--- config.mk ---
export PLATFORM = sky130hd
export DESIGN_NAME = pin_irq_ctrl
export DESIGN_NICKNAME = d
export VERILOG_FILES = /design/src/rtl/pic_pkg.sv /design/src/rtl/pic_sync.sv /design/src/rtl/pic_trigger.sv /design/src/rtl/pin_irq_ctrl.sv
export SDC_FILE = /design/constraint.sdc
export NUM_CORES = 1
export LEC_CHECK = 0
export BUFFER_PORTS_ARGS = -buffer_cell sky130_fd_sc_hd__buf_4
export CAP_MARGIN = 20
export CORE_MARGIN = 4
export CORE_UTILIZATION = 49
export DETAILED_ROUTE_END_ITERATION = 8
export PLACE_DENSITY = 0.81
export SLEW_MARGIN = 0
export SYNTH_ARGS = -nofsm -noshare
export SYNTH_HDL_FRONTEND = slang
export SYNTH_SLANG_ARGS = --single-unit
export TNS_END_PERCENT = 50
--- constraint.sdc ---
create_clock -name clk -period 1.6 [get_ports clk]
set_input_delay 0.32 -clock clk [delete_from_list [all_inputs] [get_ports clk]]
set_output_delay 0.32 -clock clk [all_outputs]
set_load 0.01 [all_outputs]
--- src/rtl/pic_pkg.sv ---
package pic_pkg;
   // word index (byte offset >> 2) of each register
   localparam int unsigned RW_VALUE = 0;
   localparam int unsigned RW_DIR   = 1;
   localparam int unsigned RW_IEN   = 2;
   localparam int unsigned RW_STAT  = 3;
   localparam int unsigned RW_PEND  = 4;
   localparam int unsigned RW_CLR   = 5;
   localparam int unsigned RW_EDGE  = 6;
   localparam int unsigned RW_POL   = 7;
   localparam int unsigned RW_VER   = 8;
   localparam int unsigned RW_BOTH  = 9;
   localparam int unsigned BUS_W    = 32;
endpackage

--- src/rtl/pic_sync.sv ---
module pic_sync #(
   parameter int unsigned W = 8
) (
   input  logic         clk,
   input  logic         rst_n,
   input  logic [W-1:0] raw,
   output logic [W-1:0] cur,
   output logic [W-1:0] prev
);
   logic [W-1:0] meta_q;

   always_ff @(posedge clk) begin
      if (!rst_n) begin
         meta_q <= '0;
         cur    <= '0;
         prev   <= '0;
      end else begin
         meta_q <= raw;
         cur    <= meta_q;
         prev   <= cur;
      end
   end
endmodule

--- src/rtl/pic_trigger.sv ---
module pic_trigger #(
   parameter int unsigned W = 8
) (
   input  logic         clk,
   input  logic         rst_n,
   input  logic [W-1:0] cur,
   input  logic [W-1:0] prev,
   input  logic [W-1:0] edge_sel,
   input  logic [W-1:0] pol,
   input  logic [W-1:0] both,
   output logic [W-1:0] evt
);
   for (genvar g = 0; g < W; g++) begin : g_pin
      logic lvl_hit, rise, fall;
      assign lvl_hit = pol[g] ? cur[g] : ~cur[g];
      assign rise    = cur[g] & ~prev[g];
      assign fall    = ~cur[g] & prev[g];
      assign evt[g]  = !edge_sel[g] ? lvl_hit :
                       both[g]      ? (rise | fall) :
                       pol[g]       ? rise : fall;
   end


   level_hold_chk: assert property (@(posedge clk) disable iff (!rst_n)
      ((~edge_sel & ~(cur ^ pol) & ~evt) == '0));

   both_edge_chk: assert property (@(posedge clk) disable iff (!rst_n)
      ((edge_sel & both & (cur ^ prev) & ~evt) == '0));

   edge_quiet_chk: assert property (@(posedge clk) disable iff (!rst_n)
      ((edge_sel & ~(cur ^ prev) & evt) == '0));
endmodule

--- src/rtl/pin_irq_ctrl.sv ---
module pin_irq_ctrl
   import pic_pkg::*;
#(
   parameter int unsigned NPINS   = 8,
   parameter int unsigned VERSION = 3,
   parameter int unsigned ADDR_W  = 6
) (
   input  logic              clk,
   input  logic              rst_n,
   input  logic [ADDR_W-1:0] bus_addr,
   input  logic              bus_we,
   input  logic [31:0]       bus_wdata,
   output logic [31:0]       bus_rdata,
   input  logic [NPINS-1:0]  pin_in,
   output logic [NPINS-1:0]  pin_out,
   output logic [NPINS-1:0]  pin_oe,
   output logic              irq_o
);
   localparam int unsigned WIDX_W = ADDR_W - 2;


   if (NPINS < 1 || NPINS > BUS_W) begin : g_bad_pins
      $error("pin_irq_ctrl: NPINS must be 1..32");
   end
   if (VERSION < 3) begin : g_bad_ver
      $error("pin_irq_ctrl: VERSION must be at least 3");
   end
   if (ADDR_W < 6) begin : g_bad_addr
      $error("pin_irq_ctrl: ADDR_W must be at least 6");
   end

   logic [WIDX_W-1:0] widx;
   logic [NPINS-1:0]  wpins;
   logic [NPINS-1:0]  val_q, dir_q, ien_q, stat_q, edge_q, pol_q, both_q;
   logic [NPINS-1:0]  s_cur, s_prev, evt, clr_mask, pend;
   logic              wr_clr;

   assign widx   = bus_addr[ADDR_W-1:2];
   assign wpins  = bus_wdata[NPINS-1:0];
   assign wr_clr = bus_we && (widx == WIDX_W'(RW_CLR));

   pic_sync #(.W(NPINS)) i_sync (
      .clk(clk), .rst_n(rst_n), .raw(pin_in), .cur(s_cur), .prev(s_prev)
   );

   pic_trigger #(.W(NPINS)) i_trig (
      .clk(clk), .rst_n(rst_n), .cur(s_cur), .prev(s_prev),
      .edge_sel(edge_q), .pol(pol_q), .both(both_q), .evt(evt)
   );

   always_ff @(posedge clk) begin
      if (!rst_n) begin
         val_q  <= '0;
         dir_q  <= '1;
         ien_q  <= '0;
         edge_q <= '0;
         pol_q  <= '1;
         both_q <= '0;
      end else if (bus_we) begin
         case (widx)
            WIDX_W'(RW_VALUE): val_q  <= wpins;
            WIDX_W'(RW_DIR):   dir_q  <= wpins;
            WIDX_W'(RW_IEN):   ien_q  <= wpins;
            WIDX_W'(RW_EDGE):  edge_q <= wpins;
            WIDX_W'(RW_POL):   pol_q  <= wpins;
            WIDX_W'(RW_BOTH):  both_q <= wpins;
            default: ;
         endcase
      end
   end

   assign clr_mask = wr_clr ? wpins : '0;

   always_ff @(posedge clk) begin
      if (!rst_n) stat_q <= '0;
      else        stat_q <= (stat_q & ~clr_mask) | evt;
   end

   assign pend    = stat_q & ien_q;
   assign irq_o   = |pend;
   assign pin_out = val_q;
   assign pin_oe  = ~dir_q;

   always_comb begin
      bus_rdata = '0;
      case (widx)
         WIDX_W'(RW_VALUE): bus_rdata = BUS_W'((val_q & ~dir_q) | (s_cur & dir_q));
         WIDX_W'(RW_DIR):   bus_rdata = BUS_W'(dir_q);
         WIDX_W'(RW_IEN):   bus_rdata = BUS_W'(ien_q);
         WIDX_W'(RW_STAT):  bus_rdata = BUS_W'(stat_q);
         WIDX_W'(RW_PEND):  bus_rdata = BUS_W'(pend);
         WIDX_W'(RW_EDGE):  bus_rdata = BUS_W'(edge_q);
         WIDX_W'(RW_POL):   bus_rdata = BUS_W'(pol_q);
         WIDX_W'(RW_VER):   bus_rdata = BUS_W'(VERSION);
         WIDX_W'(RW_BOTH):  bus_rdata = BUS_W'(both_q);
         default:           bus_rdata = '0;
      endcase
   end


   clear_takes_chk: assert property (@(posedge clk) disable iff (!rst_n)
      (wr_clr && ((wpins & evt) == '0)) |=> ((stat_q & $past(wpins)) == '0));

   event_latch_chk: assert property (@(posedge clk) disable iff (!rst_n)
      (evt != '0) |=> ((stat_q & $past(evt)) == $past(evt)));

   mask_all_chk: assert property (@(posedge clk) disable iff (!rst_n)
      (ien_q == '0) |-> !irq_o);

   stat_ro_chk: assert property (@(posedge clk) disable iff (!rst_n)
      (bus_we && (widx == WIDX_W'(RW_STAT)) && (evt == '0)) |=> $stable(stat_q));
endmodule

==> summary.txt, run 1 <==
Route
  – DRT met1 WL: 4500 µm
  – Total Wirelength: 11600 µm
  – Max layer used: met4
  – Met2 wire length: 5430 µm
  – # DRC: 0
  – Post-DRT Antenna Nets: 0
  – DR iter-0 viols: 334
  – DR pass1 iterations: 5
  – Total number of vias: 3843
  – Drt wl/cell: 17.4 µm
  – WL met3: 1180 µm
  – DR vias/cell: 5.76

Worst setup path
  – Worst path top cell family by delay: simple AND/OR/NAND/NOR gates
  – CP max stage delay: 0.39 ns
  – Setup CP Type: reg -> out
  – Critical Path, Cell by Cell: or3b_4 -> a2111oi_4 -> a221oi_2 -> nand2_1 -> buf_4
  – CP max stage cell: or3b_4
  – Data required, critical path: 1.28 ns
  – Critical path depth in cells: 5
  – Crit start category: flip-flop
  – Worst Reg2Reg Path Length in Cells: 6
  – Buffers & Inverters on Critical Path: 1
  – Critical path data arrival time: 1.67 ns
  – Crit. End Element: primary output
  – Critical Path Fanout Max: 2
  – Reg2reg setup slack: 0.09 ns

Floorplan
  – Die H: 101 µm
  – Starting Density: 0.509
  – Ports: 98
  – Die outline width: 101 µm
  – Core ar.: 8340 µm²
  – Die Area: 10200 µm²
  – # rows: 33

Power
  – Clock Power Share: 0.377
  – Sequential Power Share: 0.495
  – Sw Ratio: 0.247
  – NetSw: 1050 µW
  – Internal Power: 3200 µW
  – Leakage Power: 0.00230 µW
  – Gate power share: 0.128
  – IR Drop Worst-Case VDD: 0.000535 V
  – Power density over the cells: 798 nW/µm²

Placed design
  – Post-DP HPWL: 7730 µm
  – GPL Wtd Cong: 0.959
  – Buffers on Ports: 47
  – Placed cells: 645

Clock network
  – Skew-Pair Late Insertion Delay: 0.36 ns
  – Num CTS Buffers: 9
  – CTS tree: done
  – Hold-fix buffer count after cts: 0
  – CTS sink cnt: 80
  – H-tree Lvls: 3
  – Max Root-Sink Buffers: 2
  – Clock slew at the register clock pins of the worst setup and hold paths: 0.08 ns
  – Root buffer cell: clkbuf_8

Job
  – # Max-Cap Violations: 0

Logic synthesis
  – Yosys warns: 0
  – Top_reg_cell synth: dfxtp_1
  – Distinct cells, synth: 47
  – Post-Syn Area: 4250 µm²
  – Sequential share of the synthesized area: 0.377
  – Post-synth EDFFs: 0
  – Seq cells post-synth: 80
  – Post-Synthesis Mean Instance Area: 8.88 µm²
  – Post-synth ARST share: 0
  – Post-Syn Instances: 478

Final layout
  – Nets: 624
  – Footprint of the multi-input gates: 2470 µm²
  – Finished Layout Cells: 667
  – ANT cells: 0
  – Fill cells: 663
  – Share of cells above drive strength 1: 0.278
  – Area Growth Syn to Fin: 25.3%
  – Reg area: 1620 µm²

GRT
  – Largest net degree at the start of global routing: 81
  – Initial antenna violation count: 0
  – Vias in the first global route: 3593
  – First-pass GRT wire length: 17800 µm
  – Global route overflow: 0
  – GRT Overall Usage: 0.224

STA
  – Max Clk Rate: 502 MHz
  – Max_slew headroom: 0.543
  – Final Cycle Share: 1.25
  – RSZ-0062 raised after global routing: yes
  – Fin worst setup slack: -0.393 ns
  – Fin. max-slew vios: 0
  – Post-route clock skew: 0.00448 ns
  – Tightest Pin Transition: 0.686 ns
  – Final number of hold-violating endpoints: 0
  – # setup viols final: 9
  – Setup tns final: -2.79 ns
  – Min cycle time layout: 1.99 ns

Worst hold path
  – Hold Path Depth: 2
  – Type of the tightest min-delay check: in -> reg

Run status
  – Failing checks: setup timing
  – Outcome: finished with violations
==> placed cells by master, fill, tap and decap left out, types with 19 or more instances in the layout <==
master    synthesis  final
a21boi_1         22     22
and2_1           27     27
buf_4            25     91
conb_1            1     24
dfxtp_1          80     67
inv_1            28     28
mux2i_1          22     19
nand2_1          53     53
nand3_1          28     28
nor2b_1          23     21
==> metal layers <==
metal / vias up / track usage
met5: - / 0
met4: 0 / 0.107
met3: 50 / 0.0574
met2: 234 / 0.363
met1: 1788 / 0.275
li1: 1771 / -
==> power groups by stage <==
stage | Clock (µW) | Combinational [µW] | Sequential, µW
finish | 1600 | 543 | 2100
global route | 1710 | 585 | 2110
CTS | 1630 | 511 | 2100
detailed placement | 0 | 480 | 2140
global placement | 0 | 465 | 2140
floorplan | 0 | 327 | 2130
==> synthesized netlist by cell type (all sizes together), types with 3 or more instances <==
master | number | area (µm²)
a21boi | 22 | 165
a21o | 5 | 37.5
a21oi | 10 | 50.1
a221oi | 5 | 43.8
a22o | 3 | 26.3
a22oi | 5 | 37.5
a31oi | 3 | 18.8
and2 | 27 | 169
buf | 39 | 277
clkbuf | 13 | 48.8
dfxtp | 80 | 1600
ha | 16 | 200
inv | 28 | 105
mux2 | 8 | 90.1
mux2i | 22 | 220
nand2 | 53 | 199
nand3 | 29 | 150
nand4 | 3 | 18.8
nor2 | 6 | 22.5
nor2b | 23 | 144
nor3b | 7 | 72.6
o211ai | 16 | 120
o21a | 8 | 60.1
o21ai | 15 | 75.1
o2bb2ai | 3 | 26.3
xor2 | 8 | 70.1
==> registers in the layout (all words and copies together) (netlist names) <==
name           cells
pin_out            8
both_q             8
stat_q             8
i_sync.prev        8
pol_q              8
ien_q              8
edge_q             8
dir_q              8
i_sync.meta_q      8
i_sync.cur         8
==> stage by stage <==
step	cell area [µm²]	total power, µW	worst slack (ns)	util	hold WS (ns)
2_1_floorplan	4350	2460	-0.112	-	0.412
3_3_place_gp	4840	2610	-0.329	0.580	0.415
3_5_place_dp	4840	2620	-0.312	0.580	0.418
4_1_cts	5170	4240	-0.388	0.620	0.147
5_1_grt	5320	4400	-0.486	0.638	0.155
6_report	5320	4240	-0.393	0.638	0.160
==> final timing paths <==
kind                      endpoint        startpoint
setup / recovery      bus_rdata[3]        pin_out[3]
hold / removal    i_sync.meta_q[0]         pin_in[0]
setup reg to reg         stat_q[4]     i_sync.cur[4]
hold reg to reg      i_sync.cur[4]  i_sync.meta_q[4]
==> what timing repair did <==
item                                    CTS  global route
pin swaps                                11             9
setup buffers                             3             4
endpoints found under the setup margin    9            14
gates resized for setup                  24            30
cloned                                    1             0
==> kinds of logic (layout without fill, tap and decap cells) <==
kind of cell | after synthesis | in the layout | synth area share
DFF | 80 | 80 | 0.377
buffers and inverters | 80 | 140 | 0.101
xor gates and xnor gates | 8 | 8 | 0.0165
AOI/OAI and AO/OA | 103 | 103 | 0.173
adders and majority gates | 16 | 16 | 0.0472
other | 1 | 24 | 0.000883
and+or+nand+nor | 160 | 161 | 0.210
muxes | 30 | 30 | 0.0731
==> layout make-up <==
type | instances | share of cell area
Clock buffer | 10 | 0.0259
Clock inverter | 4 | 0.0132
Inverter | 28 | 0.0198
Multi-Input combinational cell | 342 | 0.465
Sequential cell | 80 | 0.305
Tap cell | 105 | 0.0247
Timing Repair Buffer | 98 | 0.146
No activity file was read; power rests on OpenSTA's default activity.
==> inputs of run 2 (changes only) <==
--- a/config.mk
+++ b/config.mk
@@ -10,9 +10,12 @@
 export CORE_MARGIN = 4
 export CORE_UTILIZATION = 49
 export DETAILED_ROUTE_END_ITERATION = 8
-export PLACE_DENSITY = 0.81
+export MAX_ROUTING_LAYER = met4
+export PLACE_DENSITY = 0.8
+export SKIP_CTS_REPAIR_TIMING = 1
 export SLEW_MARGIN = 0
 export SYNTH_ARGS = -nofsm -noshare
 export SYNTH_HDL_FRONTEND = slang
+export SYNTH_HIERARCHICAL = 1
 export SYNTH_SLANG_ARGS = --single-unit
 export TNS_END_PERCENT = 50
==> summary.txt, run 2 <==
Run status
  – Outcome: finished with violations
  – Failing checks: setup timing

Final layout
  – Fill cells: 737 (+11%)
  – Nets: 606 (-2.9%)
  – Area Growth Syn to Fin: 20.0%
  – Finished Core Util: 0.602 (-0.0358)
  – Commonest non-fill, non-tap cells in the layout: 88 x buf_4, 69 x dfxtp_1, 45 x mux2i_1
  – ANT cells: 0 (unchanged)
  – Most common cell after layout, fill and taps aside: buf_4
  – Share of cells above drive strength 1: 0.313 (+0.0356)

Logic synthesis
  – Seq cells post-synth: 80 (unchanged)
  – Top_reg_cell synth: dfxtp_1
  – Post-Synthesis Mean Instance Area: 9.44 µm² (+6.3%)
  – Yosys top cell area share: 0.366 (-0.0110)
  – Post-Syn Area: 4370 µm² (+3.0%)
  – Cell taking the most area after synthesis: dfxtp_1
  – Post-synth top cells: 80 x dfxtp_1, 46 x mux2i_1, 42 x nor2b_1, 36 x nand2_1, 29 x inv_1
  – Distinct cells, synth: 52 (+11%)
  – Post-synth ARST share: 0 (unchanged)
  – Post-synth EDFFs: 0 (unchanged)
  – Yosys warns: 6 (+6)
  – Most common cell in the synthesized netlist: dfxtp_1
  – Post-Syn Instances: 463 (-3.1%)
  – Sequential share of the synthesized area: 0.366 (-0.0110)
  – Area contributors post-synth: dfxtp_1 37%, mux2i_1 11%, nor2b_1 6.0%

Floorplan
  – Core ar.: 8720 µm² (+4.6%)
  – Starting Density: 0.501 (-0.00757)
  – Die Area: 10500 µm² (+2.8%)
  – Die H: 102 µm (+1.4%)
  – Ports: 98 (unchanged)
  – Die outline width: 102 µm (+1.4%)
  – # rows: 34 (+3.0%)

Route
  – Post-DRT Antenna Nets: 0 (unchanged)
  – DR iter-0 viols: 235 (-30%)
  – # DRC: 0 (unchanged)
  – Total Wirelength: 10600 µm (-8.9%)
  – Total number of vias: 3488 (-9.2%)
  – Drt wl/cell: 16.2 µm (-7.1%)
  – DR pass1 iterations: 4 (-1)
  – DR vias/cell: 5.33 (-7.4%)

Clock network
  – Root buffer cell: clkbuf_8
  – H-tree Lvls: 3 (unchanged)
  – Max Root-Sink Buffers: 2 (unchanged)
  – CTS tree: done
  – Clock slew at the register clock pins of the worst setup and hold paths: 0.08 ns (about the same)
  – Skew-Pair Late Insertion Delay: 0.35 ns (about the same)
  – Num CTS Buffers: 9 (unchanged)
  – CTS sink cnt: 80 (unchanged)

STA
  – Fin. max-slew vios: 0 (unchanged)
  – RSZ-0062 raised after global routing: yes
  – Min cycle time layout: 1.85 ns (-0.147 ns)
  – Max Clk Rate: 542 MHz (+8.0%)
  – Final number of hold-violating endpoints: 0 (unchanged)
  – Fin worst setup slack: -0.246 ns (+0.147 ns)
  – Final Cycle Share: 1.15 (-0.0920)
  – Tightest Pin Transition: 0.650 ns (-0.0355 ns)
  – Post-route clock skew: 0.0127 ns (+0.00826 ns)
  – # setup viols final: 9 (unchanged)
  – Max_slew headroom: 0.567 (+0.0237)

Worst hold path
  – Type of the tightest min-delay check: in -> reg
  – Hold Path Depth: 2 (unchanged)

Power
  – Power density over the cells: 792 nW/µm² (-0.76%)
  – IR Drop Worst-Case VDD: 0.000636 V (+19%)
  – Leakage Power: 0.00244 µW (+6.3%)
  – Total power: 4160 µW (-2.1%)

GRT
  – Vias in the first global route: 3439 (-4.3%)
  – Largest net degree at the start of global routing: 81 (unchanged)
  – First-pass GRT wire length: 16800 µm (-5.4%)
  – Initial antenna violation count: 0 (unchanged)
  – Global route overflow: 0 (unchanged)
  – GRT Overall Usage: 0.212 (-0.0112)

Worst setup path
  – Crit. End Element: primary output
  – Critical path data arrival time: 1.53 ns (-0.14 ns)
  – Data required, critical path: 1.28 ns (about the same)
  – Critical Path Fanout Max: 4 (+2)
  – Crit start category: primary input
  – Worst Reg2Reg Path Length in Cells: 7 (+1)
  – Setup CP Type: in -> out

Placed design
  – GPL Wtd Cong: 0.918 (-4.3%)
  – Post-DP HPWL: 7650 µm (-1.1%)
  – Buffers on Ports: 47 (unchanged)

Job
  – # Max-Cap Violations: 0 (unchanged)
==> run 2: changes by cell type after synthesis, sizes merged, moves of 4 or more <==
| cell | change |
|---|---|
| nor3b | -6 |
| a221oi | -4 |
| nand2 | -17 |
| nand3 | -8 |
| nor2b | +20 |
| clkbuf | -6 |
| mux2i | +24 |
| o21a | -6 |
| a21boi | -22 |
==> run 2: logic make-up (layout without fill, tap and decap cells) <==
family	after synthesis	count (layout)	synth area share
compound gates	79	79	0.135
xor+xnor	8	8	0.0160
fa+ha+maj	16	16	0.0458
buf+inv	78	138	0.107
flops	80	80	0.366
mux	54	54	0.133
other cells	1	24	0.000858
simple gates	147	147	0.196
==> run 2: critical path, cell delays in order <==
cell	delay, ns
buf_4	0.14
or4_4	0.57
nor2_2	0.12
a31oi_1	0.05
o211ai_1	0.15
buf_4	0.17
==> run 2: cell type report <==
cell class                      instances  area [µm²]  area share
Sequential cell                        80        1620       0.308
Timing Repair Buffer                   93         743       0.142
Clock buffer                           10         138      0.0262
Inverter                               29         109      0.0207
Multi-Input combinational cell        328        2450       0.466
Tap cell                              108         135      0.0258
Clock inverter                          6        58.8      0.0112
==> run 2: worst paths after layout <==
check | start | endpoint | slack, ns
setup reg to reg | i_sync/cur[2] | stat_q[2] | 0.13
setup / recovery | bus_addr[2] | bus_rdata[0] | -0.25
hold reg to reg | i_sync/meta_q[7] | i_sync/cur[7] | 0.44
hold / removal | pin_in[0] | i_sync/meta_q[0] | 0.18
==> run 2: routing by layer <==
layer / up-vias / routed length, µm / GRT usage
met5: - / 0 / -
met4: 0 / 157 / 0.0757
met3: 13 / 679 / 0.0328
met2: 112 / 5060 / 0.332
met1: 1666 / 4680 / 0.279
li1: 1697 / - / -
==> run 2: where the power goes <==
| part | leakage [µW] | total [µW] | switching [µW] | internal, µW |
|---|---|---|---|---|
| combinational | 0.00168 | 554 | 284 | 270 |
| sequential | 0.000653 | 2100 | 53.9 | 2050 |
| clock | 0.000106 | 1500 | 744 | 756 |
| total | 0.00244 | 4160 | 1080 | 3070 |
==> run 2: stage by stage <==
stage	cells	setup TNS, ns	hold slack (ns)	cell area, µm²	setup WS, ns
3_5_place_dp	636	-4.07	0.420	4960	-0.283
3_3_place_gp	636	-3.90	0.415	4960	-0.270
2_1_floorplan	486	-0.00910	0.412	4460	-0.00910
5_1_grt	654	-2.20	0.172	5250	-0.310
6_report	654	-1.81	0.178	5250	-0.246
4_1_cts	652	-2.29	0.167	5150	-0.380
==> inputs of run 3 (changes only) <==
--- a/config.mk
+++ b/config.mk
@@ -8,10 +8,10 @@
 export BUFFER_PORTS_ARGS = -buffer_cell sky130_fd_sc_hd__buf_4
 export CAP_MARGIN = 20
 export CORE_MARGIN = 4
-export CORE_UTILIZATION = 49
+export CORE_UTILIZATION = 28
 export DETAILED_ROUTE_END_ITERATION = 8
 export MAX_ROUTING_LAYER = met4
-export PLACE_DENSITY = 0.8
+export PLACE_DENSITY = 0.52
 export SKIP_CTS_REPAIR_TIMING = 1
 export SLEW_MARGIN = 0
 export SYNTH_ARGS = -nofsm -noshare
==> summary.txt, run 3 (synthesized netlist as in run 2, its figures left out) <==
Worst setup path
  – Data required, critical path: 1.28 ns (about the same)
  – Worst setup path end: bus_rdata[0]
  – Reg2reg setup slack: 0.09 ns (-0.04 ns)
  – Critical Path, Cell by Cell: mux2i_4 -> nor2_1 -> a31oi_1 -> o211ai_1 -> buf_4
  – CP startpoint: dir_q[0]
  – Crit. End Element: primary output
  – CP max stage cell: dfxtp_4
  – Worst path top cell family by delay: compound AO/OA/AOI/OAI gates
  – Buffers & Inverters on Critical Path: 1 (-1)
  – Critical path data arrival time: 1.62 ns (+0.09 ns)
  – CP max stage delay: 0.36 ns (-0.21 ns)
  – Setup CP Type: reg -> out
  – Critical path depth in cells: 5 (-1)
  – Worst R2R End: stat_q[3]
  – Crit start category: flip-flop
  – Reg2reg start: i_sync/cur[3]
  – Worst Reg2Reg Path Length in Cells: 6 (-1)
  – Critical Path Fanout Max: 3 (-1)

Clock network
  – CTS sink cnt: 80 (unchanged)
  – Max Root-Sink Buffers: 2 (unchanged)
  – H-tree Lvls: 3 (unchanged)
  – Skew-Pair Late Insertion Delay: 0.33 ns (-0.02 ns)
  – Clock slew at the register clock pins of the worst setup and hold paths: 0.06 ns (-0.02 ns)
  – Root buffer cell: clkbuf_16
  – CTS tree: done
  – Num CTS Buffers: 9 (unchanged)

Route
  – # DRC: 0 (unchanged)
  – DR pass1 iterations: 4 (unchanged)
  – Drt wl/cell: 15.3 µm (-5.3%)
  – DR iter-0 viols: 204 (-13%)
  – DR vias/cell: 4.58 (-14%)
  – Total number of vias: 3512 (+0.69%)
  – Post-DRT Antenna Nets: 0 (unchanged)
  – Total Wirelength: 11700 µm (+11%)

Final layout
  – Area Growth Syn to Fin: 30.3%
  – Most common cell after layout, fill and taps aside: buf_4
  – ANT cells: 0 (unchanged)
  – Commonest non-fill, non-tap cells in the layout: 89 x buf_4, 69 x dfxtp_1, 42 x mux2i_1
  – Share of cells above drive strength 1: 0.344 (+0.0310)
  – Fill cells: 1537 (+110%)
  – Nets: 616 (+1.7%)
  – Finished Layout Cells: 766 (+17%)

GRT
  – First-pass GRT wire length: 18400 µm (+9.3%)
  – GRT Overall Usage: 0.137 (-0.0757)
  – Initial antenna violation count: 0 (unchanged)
  – Global route overflow: 0 (unchanged)
  – Vias in the first global route: 3474 (+1.0%)
  – Largest net degree at the start of global routing: 39 (-52%)

STA
  – Fin. max-slew vios: 0 (unchanged)
  – Min cycle time layout: 1.94 ns (+0.0937 ns)
  – Final number of hold-violating endpoints: 0 (unchanged)
  – Max Clk Rate: 516 MHz (-4.8%)
  – Final Cycle Share: 1.21 (+0.0586)
  – Post-route clock skew: 0.00368 ns (-0.00907 ns)
  – # setup viols final: 9 (unchanged)
  – Fin worst setup slack: -0.340 ns (-0.0937 ns)
  – RSZ-0062 raised after global routing: yes

Placed design
  – Buffers on Ports: 47 (unchanged)
  – GPL Wtd Cong: 0.917 (about the same)
  – Placed cells: 752 (+18%)
  – Post-DP HPWL: 8680 µm (+13%)
  – Worst slack at placement: -0.359 ns (-0.0769 ns)

Floorplan
  – Die H: 133 µm (+30%)
  – # rows: 45 (+32%)
  – Starting Density: 0.287 (-0.215)
  – Ports: 98 (unchanged)
  – Die outline width: 133 µm (+30%)
  – Core ar.: 15300 µm² (+75%)
  – Die Area: 17700 µm² (+68%)

Run status
  – Outcome: finished with violations
  – Failing checks: setup timing

Power
  – Power density over the cells: 834 nW/µm² (+5.3%)
  – Leakage Power: 0.00257 µW (+5.0%)
  – IR Drop Worst-Case VDD: 0.000497 V (-22%)

Worst hold path
  – Type of the tightest min-delay check: in -> reg

Job
  – # Max-Cap Violations: 0 (unchanged)
-- run 3: worst reg2reg max path, stage by stage (launching register included) --
cell and delay, ns:
dfxtp_1 0.46, inv_1 0.07, ha_1 0.20, mux2_4 0.27
o211ai_2 0.14, o21ai_1 0.09, o21a_1 0.18
-- run 3: report_power, final --
group	switching, µW	internal, µW	total (µW)	leakage (µW)
Sequential	54.5	2050	2100	0.000653
Clock	795	1230	2030	0.000145
Combinational	310	307	617	0.00177
Total	1160	3590	4750	0.00257
-- run 3: layout make-up --
cell class / count / area, µm² / share of cell area
Inverter: 29 / 109 / 0.0191
Clock inverter: 4 / 45.0 / 0.00791
Sequential cell: 80 / 1620 / 0.284
Timing Repair Buffer: 103 / 865 / 0.152
Clock buffer: 11 / 243 / 0.0426
Multi-Input combinational cell: 328 / 2550 / 0.448
Tap cell: 211 / 264 / 0.0463
-- run 3: worst min-delay path by stage --
stage | startpoint | to | slack (ns) | cells after the start
2_1_floorplan | i_sync/meta_q[2] | i_sync/cur[2] | 0.41 | 1
3_3_place_gp | i_sync/meta_q[2] | i_sync/cur[2] | 0.42 | 1
3_5_place_dp | i_sync/meta_q[2] | i_sync/cur[2] | 0.42 | 1
4_1_cts | pin_in[0] | i_sync/meta_q[0] | 0.17 | 2
5_1_grt | pin_in[0] | i_sync/meta_q[0] | 0.17 | 2
6_report | pin_in[0] | i_sync/meta_q[0] | 0.19 | 2
-- run 3: through the flow --
stage	setup TNS [ns]	hold WS [ns]	utilization	power, µW	instance area, µm²
after floorplan	-0.00910	0.412	-	2500	4460
after global placement	-4.20	0.422	0.340	2710	5180
after detailed placement	-4.15	0.425	0.340	2720	5180
after CTS	-3.09	0.173	0.359	4780	5470
after global routing	-2.39	0.172	0.373	4960	5700
final	-1.97	0.187	0.373	4750	5700
-- run 3: per-layer routing --
layer	vias up	share of wire	global-route usage
met4	0	0.014	0.0398
met5	-	0	-
met3	12	0.049	0.0357
met1	1683	0.48	0.180
met2	88	0.46	0.207
li1	1729	-	-
